==> config.mk <==
export PLATFORM = sky130hd
export DESIGN_NAME = byte_alu
export DESIGN_NICKNAME = d
export VERILOG_FILES = /design/src/rtl/byte_alu.sv
export SDC_FILE = /design/constraint.sdc
export NUM_CORES = 1
export LEC_CHECK = 0
export BUFFER_PORTS_ARGS = -buffer_cell sky130_fd_sc_hd__buf_2
export CAP_MARGIN = 20
export CORE_UTILIZATION = 45
export DETAILED_ROUTE_END_ITERATION = 8
export GPL_TIMING_DRIVEN = 0
export PLACE_DENSITY = 0.63
export SYNTH_ARGS = -nofsm -noshare
export SYNTH_HDL_FRONTEND = slang
export SYNTH_SLANG_ARGS = --single-unit
==> constraint.sdc <==
create_clock -name vclk -period 36.9
set_clock_uncertainty 0.2 [all_clocks]
set_input_delay 7.38 -clock vclk [all_inputs]
set_output_delay 7.38 -clock vclk [all_outputs]
set_load 0.02 [all_outputs]
==> src/rtl/byte_alu.sv <==
module byte_alu #(
  parameter int W = 8
) (
  input  logic [3:0]   op,
  input  logic [W-1:0] opnd_x,
  input  logic [W-1:0] opnd_y,
  output logic [W-1:0] result,
  output logic         flag_sign,
  output logic         flag_ovf,
  output logic         flag_zero,
  output logic         div_zero
);
  localparam logic [3:0] OP_NOP = 4'd0,  OP_ADD = 4'd1,  OP_SUB = 4'd2,  OP_MUL = 4'd3;
  localparam logic [3:0] OP_DIV = 4'd4,  OP_MOD = 4'd5,  OP_INC = 4'd6,  OP_DEC = 4'd7;
  localparam logic [3:0] OP_AND = 4'd8,  OP_OR  = 4'd9,  OP_XOR = 4'd10, OP_NOT = 4'd11;
  localparam logic [3:0] OP_SHL = 4'd12, OP_SHR = 4'd13, OP_ROL = 4'd14, OP_ROR = 4'd15;
  localparam int PW = 2 * W;

  logic [W:0]    sum_w, dif_w, inc_w;
  logic [PW-1:0] prod_w;
  logic [W-1:0]  quo;
  logic [W:0][W-1:0] rem_s;
  logic          y_is_zero, is_divmod;

  assign sum_w  = {1'b0, opnd_x} + {1'b0, opnd_y};
  assign dif_w  = {1'b0, opnd_x} - {1'b0, opnd_y};
  assign inc_w  = {1'b0, opnd_x} + (W+1)'(1);
  assign prod_w = {{W{1'b0}}, opnd_x} * {{W{1'b0}}, opnd_y};

  assign rem_s[0] = '0;
  for (genvar k = 0; k < W; k++) begin : g_div
    logic [W:0] trial;
    logic       fits;
    assign trial        = {rem_s[k], opnd_x[W-1-k]};
    assign fits         = trial >= {1'b0, opnd_y};
    assign quo[W-1-k]   = fits;
    assign rem_s[k+1]   = fits ? W'(trial - {1'b0, opnd_y}) : trial[W-1:0];
  end

  assign y_is_zero = ~|opnd_y;
  assign is_divmod = (op == OP_DIV) || (op == OP_MOD);
  assign div_zero  = is_divmod && y_is_zero;

  always_comb begin
    result   = '0;
    flag_ovf = 1'b0;
    case (op)
      OP_NOP: ;
      OP_ADD: begin result = sum_w[W-1:0]; flag_ovf = sum_w[W]; end
      OP_SUB: begin result = dif_w[W-1:0]; flag_ovf = dif_w[W]; end
      OP_MUL: begin result = prod_w[W-1:0]; flag_ovf = |prod_w[PW-1:W]; end
      OP_DIV: begin
        result   = y_is_zero ? '0 : quo;
        flag_ovf = y_is_zero;
      end
      OP_MOD: begin
        result   = y_is_zero ? '0 : rem_s[W];
        flag_ovf = y_is_zero;
      end
      OP_INC: begin result = inc_w[W-1:0]; flag_ovf = inc_w[W]; end
      OP_DEC: begin result = opnd_x - W'(1); flag_ovf = ~|opnd_x; end
      OP_AND: result = opnd_x & opnd_y;
      OP_OR:  result = opnd_x | opnd_y;
      OP_XOR: result = opnd_x ^ opnd_y;
      OP_NOT: begin result = ~opnd_x; flag_ovf = 1'b1; end
      OP_SHL: begin result = {opnd_x[W-2:0], 1'b0}; flag_ovf = opnd_x[W-1]; end
      OP_SHR: result = {1'b0, opnd_x[W-1:1]};
      OP_ROL: result = {opnd_x[W-2:0], opnd_x[W-1]};
      OP_ROR: result = {opnd_x[0], opnd_x[W-1:1]};
      default: ;
    endcase
  end

  assign flag_sign = result[W-1];
  assign flag_zero = ~|result;
endmodule


-- After elaboration in Yosys (flattened, before gate mapping)
Index checks and enable logic that the tools add are counted.
Widths: inputs -> output; s select.
- register bits: 0
- latch bits: 0
- RAM bits: 0
- bits in read-only memories: 0
- bits of input ports: 20
- output and inout port bits: 12
- memories kept: 0
- add/sub/neg operators: 12
- multipliers: 1
- div/mod/pow operators: 0
- order comparisons: 8
- equal/unequal tests: 15
- shift operators: 0
- mux-type cells: 12
- bitwise gates (word level): 4
- reductions and logical operators: 10
- operators with widths (operator ; number):
    $pmux 8 s15 ; 1
    $mux 8 ; 10
    $ge 9x8->1 ; 7
    $sub 8x8->8 ; 7
    $eq 4x4->1 const B ; 8
    $reduce_or 8->1 ; 4
    $eq 4x3->1 const B ; 4
    $mul 8x8->16 ; 1
    $add 8x1->9 const B ; 1
    $add 8x8->9 ; 1
    $sub 8x8->9 ; 1
    $and 8x8->8 ; 1
    $eq 4x2->1 const B ; 2
    $ge 1x8->1 ; 1
    $not 8->8 ; 1
    $or 8x8->8 ; 1
    $pmux 1 s8 ; 1
    $sub 1x8->8 ; 1
    $sub 8x1->8 const B ; 1
    $xor 8x8->8 ; 1
    $eq 4x1->1 const B ; 1
    $logic_not 1->1 ; 3
    $reduce_or 2->1 ; 1
    $logic_and 1x1->1 ; 1
    $logic_or 1x1->1 ; 1

-- Logic depth before layout (Yosys ltp)
- depth after elaboration: 20
- mapped depth: 90
- depth with buffers taken out: 86

-- Worst setup path before layout
Ideal clock, no wire load.
- kind: input-to-output
- start point: in opnd_x[7]
- end point: out flag_zero
- arrival: 24443 ps
- path slack: 4877 ps
- stages on the path: 84
- buffers on the path: 6
- cell sequence: clkbuf_1 clkinv_1 ha_1 nor2b_1 o21ai_0 nor2_1 a21oi_1 inv_1 ha_1 and4_1 a21oi_1 and2_1 buf_6 and2_2 buf_2 mux2i_1 ha_1 and3_1 [48 not listed] o21ai_0 inv_1 ha_1 nor2b_1 o21ai_0 a21boi_0 o21ai_0 nand2b_1 a21o_1 a21oi_1 o31ai_1 a21oi_1 o31ai_4 or2_1 buf_6 o311ai_0 nand4b_1 nor4_2
- cells in the longest elaborated chain, start to end: 20
- elaborated cells between the ends (all ways): 38
- RTL lines (element ; line ; RTL):
    start, declared ; 5 ; input logic [W-1:0] opnd_x,
    $sub 1x8->8 or $ge 1x8->1 (tied branches) ; 37, 35 ;
    $mux 8 ; 37 ; assign rem_s[k+1] = fits ? W'(trial - {1'b0, opnd_y}) : trial[W-1:0];
    $sub 8x8->8 or $ge 9x8->1 (tied branches) ; 37, 35 ;
    $mux 8 ; 37 ;
    $sub 8x8->8 or $ge 9x8->1 (tied branches) ; 37, 35 ;
    $mux 8 ; 37 ;
    $sub 8x8->8 or $ge 9x8->1 (tied branches) ; 37, 35 ;
    $mux 8 ; 37 ;
    [5 not listed] ; n/a ;
    $mux 8 ; 37 ;
    $sub 8x8->8 or $ge 9x8->1 (tied branches) ; 37, 35 ;
    $mux 8 ; 37 ;
    $mux 8 ; 57 ; result = y_is_zero ? '0 : rem_s[W];
    $pmux 8 s15 * ; 47 ; case (op)
    net flag_sign ; 8 ; output logic flag_sign,
    $reduce_or 8->1 * ; 75 ; assign flag_zero = ~|result;
    $logic_not 1->1 * ; 75 ;
    end, declared ; 10 ; output logic flag_zero,
The timed path passes the listed nets; every way through them passes the cells marked *.

-- Worst setup path after layout
- start point: in opnd_x[7]
- end point: out flag_zero
- cells in the longest elaborated chain, start to end: 20
- elaborated cells between the ends (all ways): 38
- RTL lines (element ; line):
    $sub 1x8->8 or $ge 1x8->1 (tied branches) ; 37, 35
    $mux 8 ; 37
    $sub 8x8->8 or $ge 9x8->1 (tied branches) ; 37, 35
    $mux 8 ; 37
    $sub 8x8->8 or $ge 9x8->1 (tied branches) ; 37, 35
    $mux 8 ; 37
    $sub 8x8->8 or $ge 9x8->1 (tied branches) ; 37, 35
    $mux 8 ; 37
    [4 not listed] ; n/a
    $sub 8x8->8 or $ge 9x8->1 (tied branches) ; 37, 35
    $mux 8 ; 37
    $sub 8x8->8 or $ge 9x8->1 (tied branches) ; 37, 35
    $mux 8 ; 37
    $mux 8 ; 57
    $pmux 8 s15 * ; 47
    $reduce_or 8->1 * ; 75
    $logic_not 1->1 * ; 75
Mark *: on every way between the ends. The rest lies on a longest branch, timed or not.

==> impl_metrics.csv <==
group,metric,value,unit
route,drc_errors,0,
yosys,synth_area_leaders,"ha_1 23%, fa_1 13%, nor2_1 5.5%",
pwr,leakage,3.51,nW
pwr,power.density,48.5,nW/µm²
placed_design,post_dp_cell_area,7400,µm²
sta,setup_viol,0,
worst_setup_path,crit_top_cell,"a21oi_1",
floorplanning,dieArea,16100,µm²
sta,slew_headroom,0.315,
cts,post_cts_buffers,0,
global_routing,antenna_found_initial,0,
final_layout,syn_to_final_growth,5.54,%
global_routing,grt_overflow,0,
yosys,netlist_instances,934,
final_layout,antennaDiodeCount,0,
yosys,yosysUniqueCellTypes,86,
worst_setup_path,path_delay_family,"compound AO/OA/AOI/OAI gates",
sta,hold_viol,0,
sta,setup_ws,2.00,ns
yosys,syn_area,7020,µm²
worst_setup_path,path_class,"input port to output port",
cts,post_cts_resized,0,
final_layout,stdcell_area,7410,µm²
final_layout,nClkBuffers,0,
sta,rsz0062_at_grt,"false",
final_layout,layout_commonest_cell,"ha_1",
worst_setup_path,crit_start,"opnd_x[7]",
worst_setup_path,cp-start-kind,"input port",
sta,finalMaxSlewViolations,0,
floorplanning,initial_core_util,0.462,
sta,fin_crit_sh,0.946,
sta,worstMarginPinSlew,1.02,ns
route,firstDrtPassIters,5,
min_path,hold_path.class,"input port to output port",
yosys,yosys.area.top_type,"ha_1",
run,drv_cap,0,
sta,setup_tns,0,ns
worst_setup_path,cp-end-kind,"output port",
route,wirelength,21.2,mm
final_layout,layout-drive-gt1-share,0.0861,
yosys,yosysSeqAreaShare,0,
route,vias,7025,
yosys,synth_top_area_frac,0.226,
worst_setup_path,crit_buf_inv,13,
worst_setup_path,crit_path_top_delay_cell,"or4_1",
yosys,yosys_warnings,0,
floorplanning,die_x,127,µm
route,routed_via_density,6.10,
floorplanning,rows,45,
worst_setup_path,worstPathArrival,27.32,ns
yosys,syn_nets,1126,
final_layout,seq_cells,0,
floorplanning,ios,32,
cts,cts_hold_buf,0,
route,ant_nets,0,
global_routing,grt_max_degree,20,
pwr,total_power,0.359,mW
placed_design,io_buffers,30,
floorplanning,core-area,15200,µm²
run_status,status,"completed",
yosys,syn_area_per_cell,7.52,µm²
final_layout,seqCellArea,0,µm²
placed_design,place_ws,1.36,ns
worst_setup_path,max_stage_delay,0.58,ns
sta,post-route-min-period,34.90,ns
route,drtIter0Drc,660,
placed_design,hpwl,16.8,mm
final_layout,fin_nets,1158,
worst_setup_path,crit_required,29.32,ns
route,wl_per_cell,18.4,µm
worst_setup_path,cp_max_fo,10,
final_layout,final_cell_mix,"127 x ha_1, 103 x nor2_1, 91 x inv_1",
global_routing,grt_pass1_wl,34.6,mm
sta,fmax,28.7,MHz
global_routing,grt_pass1_vias,6529,
placed_design,place.gp.congestion,0.977,
sta,whs,15.22,ns
floorplanning,die_y,127,µm
min_path,hp-start,"op[2]",
pwr,ir_worst_vdd,0.0460,mV
global_routing,track_usage,0.265,
## Yosys cell counts, types with 4 or more instances
cell type / n
fa_1: 45
o211ai_1: 9
a211oi_1: 6
nor2_1: 103
nor2b_1: 24
o31ai_1: 6
o221ai_1: 9
nand2_1: 63
mux2i_1: 15
xnor2_1: 33
and3_1: 10
nand3_1: 21
or2_2: 5
a21o_1: 16
o21bai_1: 8
o21a_1: 8
o2111ai_1: 4
a31oi_1: 4
mux2_2: 10
a221oi_1: 9
a21oi_1: 61
a221o_1: 4
ha_1: 127
nand2b_1: 16
xor2_1: 11
and4_1: 5
nor3_1: 22
clkbuf_1: 19
or3_1: 6
o22ai_1: 9
o21ai_0: 58
inv_1: 91
nor4_1: 4
and4_2: 4
a21boi_0: 4
clkinv_1: 9
## per-stage QoR
step	instances	util
3_5_place_dp	1152	0.487
5_1_grt	1152	0.487
2_1_floorplan	934	-
6_report	1152	0.487
3_3_place_gp	1152	0.487
4_1_cts	1152	0.487
## cell families (layout without fill, tap and decap cells)
family / after synthesis / count (layout) / share of synthesized area
simple gates: 306 / 306 / 0.219
fa+ha+maj: 172 / 172 / 0.355
buf+inv: 129 / 159 / 0.0724
compound gates: 257 / 257 / 0.259
xor+xnor: 44 / 44 / 0.0549
mux: 26 / 26 / 0.0406
## final cells by class
| type | count | area (µm²) |
|---|---|---|
| fillers | 1566 | 7790 |
| multi-input cells | 805 | 6510 |
| inverters | 101 | 383 |
| well taps | 188 | 235 |
| repair buffers | 30 | 150 |
| plain buffers | 28 | 129 |
## worst min-delay path, stage by stage
cell and delay [ns]:
buf_2 0.15, nand2b_1 0.18, nor4_1 0.14, buf_2 0.18
## metal layers
metal / global-route usage / vias up / routed length (µm)
met2: 0.441 / 243 / 9510
met1: 0.381 / 3320 / 10100
met3: 0.0152 / 33 / 1190
met4: 0.0455 / 0 / 449
li1: - / 3429 / -
met5: 0 / - / 0
## power breakdown
part	internal [mW]	switching, mW
clock	0	0
sequential	0	0
combinational	0.154	0.205
total	0.154	0.205
## path summary, 6_finish.rpt
kind                        end  slack, ns  depth (start not counted)
worst min-delay path   div_zero      15.22                          4
worst max-delay path  flag_zero       2.00                         85
Power figures use the tool's default switching activity.
